===== config.mk =====
export PLATFORM = sky130hd
export DESIGN_NAME = prbs_err_accum
export DESIGN_NICKNAME = d
export VERILOG_FILES = /design/src/rtl/prbs_err_accum.sv
export SDC_FILE = /design/constraint.sdc
export NUM_CORES = 1
export LEC_CHECK = 0
export BUFFER_PORTS_ARGS = -buffer_cell sky130_fd_sc_hd__buf_2
export CAP_MARGIN = 20
export CORE_MARGIN = 1.5
export CORE_UTILIZATION = 30
export CTS_CLUSTER_DIAMETER = 60
export CTS_CLUSTER_SIZE = 8
export DETAILED_ROUTE_END_ITERATION = 10
export GPL_TIMING_DRIVEN = 0
export PLACE_DENSITY_LB_ADDON = 0.15
export SYNTH_ARGS = -nofsm -noshare
export SYNTH_HDL_FRONTEND = slang
export SYNTH_SLANG_ARGS = --single-unit

===== constraint.sdc =====
create_clock -name clk -period 5.8 [get_ports clk]
set_input_delay 0.58 -clock clk [delete_from_list [all_inputs] [get_ports clk]]
set_output_delay 0.58 -clock clk [all_outputs]
set_load 0.005 [all_outputs]

===== src/rtl/prbs_err_accum.sv =====
module prbs_err_accum #(
  parameter int DATA_W = 8,
  parameter int CNT_W  = 16,
  localparam int PW    = $clog2(DATA_W + 1),
  localparam int SW    = CNT_W + PW
) (
  input  logic              clk,
  input  logic              rst,
  input  logic              adv_i,
  input  logic              clear_i,
  input  logic [DATA_W-1:0] flags_i,
  output logic [CNT_W-1:0]  count_o
);

  localparam logic [SW-1:0] LIMIT = SW'({CNT_W{1'b1}});

  logic [PW-1:0]    pop;
  logic [SW-1:0]    sum;
  logic [CNT_W-1:0] count_nx;

  always_comb begin
    pop = '0;
    for (int k = 0; k < DATA_W; k++) pop = pop + PW'(flags_i[k]);
    sum      = SW'(count_o) + SW'(pop);
    count_nx = (sum > LIMIT) ? {CNT_W{1'b1}} : sum[CNT_W-1:0];
  end

  always_ff @(posedge clk) begin
    if (rst)          count_o <= '0;
    else if (clear_i) count_o <= '0;
    else if (adv_i)   count_o <= count_nx;
  end

endmodule


==> run summary, run 1 <==
Top reg by flops: count_o
CTS tree: yes
Synth area leader: dfxtp_1
Routability congestion estimate: 0.7451
Critical Path RT: 6.02 ns
Leakage power: 0.5457 nW
Setup Crit Path Kind: input pin to register
H-Tree Depth: 1
Largest registers: count_o: 16 flops
Share of cells above drive strength 1: 26.71%
Synth Register Bits: 16
Chip Height: 61.23 um
Chip width: 61.23 um
Clock power share: 30.0%
Tmin final: 4.068 ns
Warnings, synthesis: 0
CP Max Fanout: 10
Overall power: 0.0002500 W
Drt initial violations: 40
Pwr Density: 201.0 mW/mm^2
Status: finished clean
Max frequency: 245.8 MHz
Avg WL per Cell: 11.30 um
Predominant post-synthesis flop cell: dfxtp_1
Async set or reset register ratio after synthesis: 0%
Synth top area share: 31.49%
Critical Path Start Type: input pin
Vias per cell: 4.784
Synth Instances: 115
VDD IR max: 0.0001027 V
Storage element area: 320.3 um^2
Layout Utilization: 39.76%
I/O pin count: 28
Max reg flops: 16
Detailed placement HPWL: 1732 um
Commonest non-fill, non-tap cell in the layout: buf_2
Dpl cell area: 0.001207 mm^2
Clock latency on the worst-skew pair: 0.29 ns
Placed cell count: 186
Wire length of the first global-routing pass: 3436 um
Net Sw Power: 0.00007095 W
Setup total negative slack: 0 ns
Setup bufs post-CTS: 0
Syn nets: 138
Gate power share: 24.5%
Internal power: 0.0001790 W
Num rows: 20
Core footprint: 0.003128 mm^2
Largest net degree at the start of global routing: 11
Commonest non-fill, non-tap cells in the layout: 27 x buf_2, 16 x dfxtp_1, 11 x inv_1, 11 x o21ai_0, 9 x a21oi_1
CTS clk-pin slew, worst paths: 0.10 ns
I/O Buffers: 27
Gr usage total: 12.20%
Finished Layout Cells: 190
Die area: 0.003749 mm^2
Routed Antenna Nets: 0
Clk_skew: 0.002690 ns
Area of the multi-input gates: 636.9 um^2
CTS Sinks: 16
Period utilization: 70.13%
CTS root buf: clkbuf_4
Switching part of the total: 28.38%
Max-Cap Viols: 0
# hold bufs at CTS: 0
Slew @ Worst Pin: 0.5271 ns
Worst Hold Class: register to register
Fin. max-slew vios: 0
Initial antenna violation count: 0
Post-synth cell types: 35
Synth area leaders: dfxtp_1 31%, fa_1 9.8%, ha_1 7.4%
Vias in the first global route: 796
Max Buffers Root-to-Sink: 2
Fillers: 325
Drt total wl: 2147 um
Cell area after layout: 0.001244 mm^2
Pre-antenna DRT Iters: 4
Post-CTS sizing: 0
CP Capture Type: register
Worst EP arrival: 4.29 ns
Register area share after synthesis: 31.49%
Flop pwr share: 45.5%
RSZ-0062 raised after global routing: no
Overflow after GRT: 0
Residual DRC: 0
Synth Area per Inst: 8.845 um^2
Final hold violation count: 0
Initial Util: 32.52%
Cts bufs inserted: 3
Setup Viol. Count Final: 0
Number of synthesized flops with an enable pin: 0
Via count: 909
Layout Nets: 170
Area grow syn2layout: 22.26%
Post-synthesis instance area: 0.001017 mm^2
Diode count: 0
Max-slew headroom: 64.80%
Yosys cell counts, types with 2 or more instances:
master and number:
nor2_1 3, dfxtp_1 16, a31oi_1 8, nand4_1 3
clkbuf_1 2, a21oi_1 9, inv_1 11, xor2_1 7
nand3_1 5, fa_1 5, o21ai_0 11, ha_1 6
nand2_1 7
per-stage QoR:
| stage | setup WS, ns | hold WS [ns] |
|---|---|---|
| global route | 1.566 | 0.5685 |
| CTS | 1.732 | 0.5455 |
| global placement | 1.449 | 0.5106 |
| floorplan | 1.910 | 0.5063 |
| detailed placement | 1.442 | 0.5279 |
| finish | 1.732 | 0.5438 |
worst max-delay path, stage by stage:
cell and delay [ns]:
buf_2 0.11, fa_1 0.53, inv_1 0.05, fa_1 0.50, fa_1 0.43, fa_1 0.42
fa_1 0.42, nand2b_1 0.21, a211oi_2 0.48, nand3_1 0.24, buf_6 0.20, a21oi_1 0.13
metal layers:
layer | wire, um | vias up | track usage [%] | share of wire (%)
li1 | - | 477 | - | -
met1 | 1129 | 414 | 17.22 | 53
met2 | 919 | 18 | 18.54 | 43
met3 | 99 | 0 | 4.412 | 4.6
met4 | 0 | 0 | 1.242 | 0
met5 | 0 | - | 0 | 0
final timing paths:
path / startpoint / endpoint / slack [ns] / depth (start not counted)
worst max-delay path: flags_i[0] / count_o[5]$_SDFFE_PP0P_ / 1.73 / 12
worst min-delay path: count_o[0]$_SDFFE_PP0P_ / count_o[0]$_SDFFE_PP0P_ / 0.54 / 2
worst max register to register: count_o[0]$_SDFFE_PP0P_ / count_o[5]$_SDFFE_PP0P_ / 2.27 / 10
worst min register to register: count_o[0]$_SDFFE_PP0P_ / count_o[0]$_SDFFE_PP0P_ / 0.54 / 2
logic make-up after synthesis:
family / count (synthesis) / synth area share, %
flops: 16 / 31.49
buf+inv: 14 / 5.904
xor+xnor: 8 / 6.888
compound gates: 35 / 21.28
simple gates: 31 / 17.22
fa+ha+maj: 11 / 17.22
final cells by class:
type,count,area share (%)
Tap cell,44,4.427
Inverter,11,3.320
Multi-Input combinational cell,85,51.21
Clock buffer,4,2.918
Buffer,3,1.509
Sequential cell,16,25.75
Timing Repair Buffer,27,10.87
power groups by stage:
stage,clock network [W],registers (W),logic (W)
5_1_grt,0.0000824,0.000114,0.0000708
3_5_place_dp,0,0.000116,0.0000628
3_3_place_gp,0,0.000116,0.0000624
6_report,0.0000750,0.000114,0.0000612
2_1_floorplan,0,0.000116,0.0000443
4_1_cts,0.0000792,0.000114,0.0000635
Note: power is estimated with default switching activity, not from simulation.
==> inputs of run 2 (changes only) <==
Clock period 5.8 ns to 3.9 ns, I/O delays scaled along.
==> run summary, run 2 (synthesis results as in run 1) <==
Cts bufs inserted: 3 (unchanged)
Num rows: 20 (unchanged)
Crit path buf inv count: 3 (unchanged)
Pre-antenna DRT Iters: 4 (unchanged)
Diode count: 0 (unchanged)
Overflow after GRT: 0 (unchanged)
Clock latency on the worst-skew pair: 0.29 ns (about the same)
Detailed placement HPWL: 1732 um (unchanged)
Drt total wl: 2175 um (was 2147 um)
Top reg by flops: count_o (unchanged)
Initial Util: 32.52% (unchanged)
Commonest non-fill, non-tap cell in the layout: buf_2 (unchanged)
Via count: 924 (was 909)
Largest net degree at the start of global routing: 11 (unchanged)
Largest registers: count_o: 16 flops (unchanged)
CTS root buf: clkbuf_4 (unchanged)
Reg-to-Reg Start: count_o[0]$_SDFFE_PP0P_ (unchanged)
Avg WL per Cell: 11.33 um (was 11.30 um)
CTS Sinks: 16 (unchanged)
CP Cell Sequence: buf_2 -> fa_1 -> inv_1 -> fa_1 -> fa_1 -> fa_1 -> fa_1 -> nand2b_1 -> a211oi_4 -> buf_4 -> nand3_1 -> nor3b_1 -> nor3_1 (was buf_2 -> fa_1 -> inv_1 -> fa_1 -> fa_1 -> fa_1 -> fa_1 -> nand2b_1 -> a211oi_2 -> nand3_1 -> buf_6 -> a21oi_1)
Gr usage total: 12.20% (unchanged)
CTS tree: yes (unchanged)
Vias in the first global route: 796 (unchanged)
Critical Path Start: flags_i[0] (unchanged)
Chip width: 61.23 um (unchanged)
Tmin final: 3.729 ns
CTS clk-pin slew, worst paths: 0.10 ns (about the same)
Max frequency: 268.1 MHz
RSZ-0062 raised after global routing: no (unchanged)
Final hold slack: 0.3863 ns (was 0.5438 ns)
Slew @ Worst Pin: 0.4432 ns (was 0.5271 ns)
I/O Buffers: 27 (unchanged)
Status: finished clean (unchanged)
Core footprint: 0.003128 mm^2 (unchanged)
Worst Min Path Start: rst (was count_o[0]$_SDFFE_PP0P_)
CP top delay family: adder cells (unchanged)
Placed cell count: 186 (unchanged)
Layout Nets: 172 (was 170)
Slowest cell on crit path: fa_1 (unchanged)
Max reg flops: 16 (unchanged)
Max Buffers Root-to-Sink: 2 (unchanged)
VDD IR max: 0.0001496 V (was 0.0001027 V)
Pwr Density: 293.5 mW/mm^2 (was 201.0 mW/mm^2)
Leakage power: 0.5568 nW (was 0.5457 nW)
Period utilization: 95.62%
Fillers: 326 (was 325)
Clk_skew: 0.001806 ns (was 0.002690 ns)
Drt initial violations: 47 (was 40)
Final hold violation count: 0 (unchanged)
Cell area after layout: 0.001266 mm^2 (was 0.001244 mm^2)
Commonest non-fill, non-tap cells in the layout: 27 x buf_2, 16 x dfxtp_1, 11 x inv_1, 11 x o21ai_0, 9 x a21oi_1 (unchanged)
Critical Path Start Type: input pin (unchanged)
Setup total negative slack: 0 ns (unchanged)
Worst EP arrival: 3.91 ns (was 4.29 ns)
Routed Antenna Nets: 0 (unchanged)
Area grow syn2layout: 24.48% (was 22.26%)
Vias per cell: 4.813 (was 4.784)
I/O pin count: 28 (unchanged)
H-Tree Depth: 1 (unchanged)
Routability congestion estimate: 0.7451 (unchanged)
Die area: 0.003749 mm^2 (unchanged)
Residual DRC: 0 (unchanged)
Critical path's most frequent cell: fa_1 (unchanged)
Initial antenna violation count: 0 (unchanged)
Dpl cell area: 0.001207 mm^2 (unchanged)
Wire length of the first global-routing pass: 3436 um (unchanged)
Fin. max-slew vios: 0 (unchanged)
Setup Viol. Count Final: 0 (unchanged)
Critical Path RT: 4.08 ns (was 6.02 ns)
Chip Height: 61.23 um (unchanged)
Finished Layout Cells: 192 (was 190)
CP Capture Type: register (unchanged)
Max incr delay on CP: 0.53 ns (about the same)
Worst Hold Class: input pin to register (was register to register)
CP Max Fanout: 4 (was 10)
Setup Crit Path Kind: input pin to register (unchanged)
Max-slew headroom: 70.14% (was 64.80%)
Share of cells above drive strength 1: 27.70% (was 26.71%)
Max-Cap Viols: 0 (unchanged)
run 2: changes by cell type in the layout (fill, tap and decap cells not counted), sizes merged:
cell and change:
buf +2
run 2: what timing repair did:
action	4_1_cts	5_1_grt
hold buffers	0	0
endpoints found under the setup margin	0	13
setup buffers	0	2
resized for setup	0	1
run 2: worst min-delay path, delay by kind of cell:
family,cells,cell delay [ns]
compound gates,2,0.11
buf+inv,1,0.08
simple gates,1,0.05
run 2: layout make-up:
cell class,count,area (um^2),area share (%)
tap,44,55.05,4.348
inverter,11,41.29,3.261
sequential,16,320.3,25.30
timing repair buffer,29,150.1,11.86
clock buffer,4,36.28,2.866
multi-input combinational,85,644.4,50.89
buffer,3,18.77,1.482
run 2: per-stage QoR:
stage	util, %	power (W)	setup slack, ns
floorplan	-	0.0002388	0.2003
global placement	38.60	0.0002657	-0.2606
detailed placement	38.60	0.0002665	-0.2682
CTS	39.76	0.0003814	0.02247
global route	40.48	0.0003986	0.02714
finish	40.48	0.0003716	0.1707
run 2: routing by layer:
layer  track usage (%)  wire length, um  vias to the layer above
li1                  -                -                      478
met1             17.22             1121                      426
met2             18.54              945                       20
met3             4.412              109                        0
met4             1.242                0                        0
met5                 0                0                        -
run 2: final timing paths:
kind / to / slack, ns / cells after the start
min: count_o[0]$_SDFFE_PP0P_ / 0.39 / 4
max: count_o[14]$_SDFFE_PP0P_ / 0.17 / 13
max reg2reg: count_o[14]$_SDFFE_PP0P_ / 0.52 / 11
min reg2reg: count_o[0]$_SDFFE_PP0P_ / 0.54 / 2
run 2: where the power goes:
part | leakage [nW] | internal, W | switching (W)
clock | 0.0210 | 0.0000568 | 0.0000539
combinational | 0.407 | 0.0000426 | 0.0000492
sequential | 0.129 | 0.000167 | 0.00000243
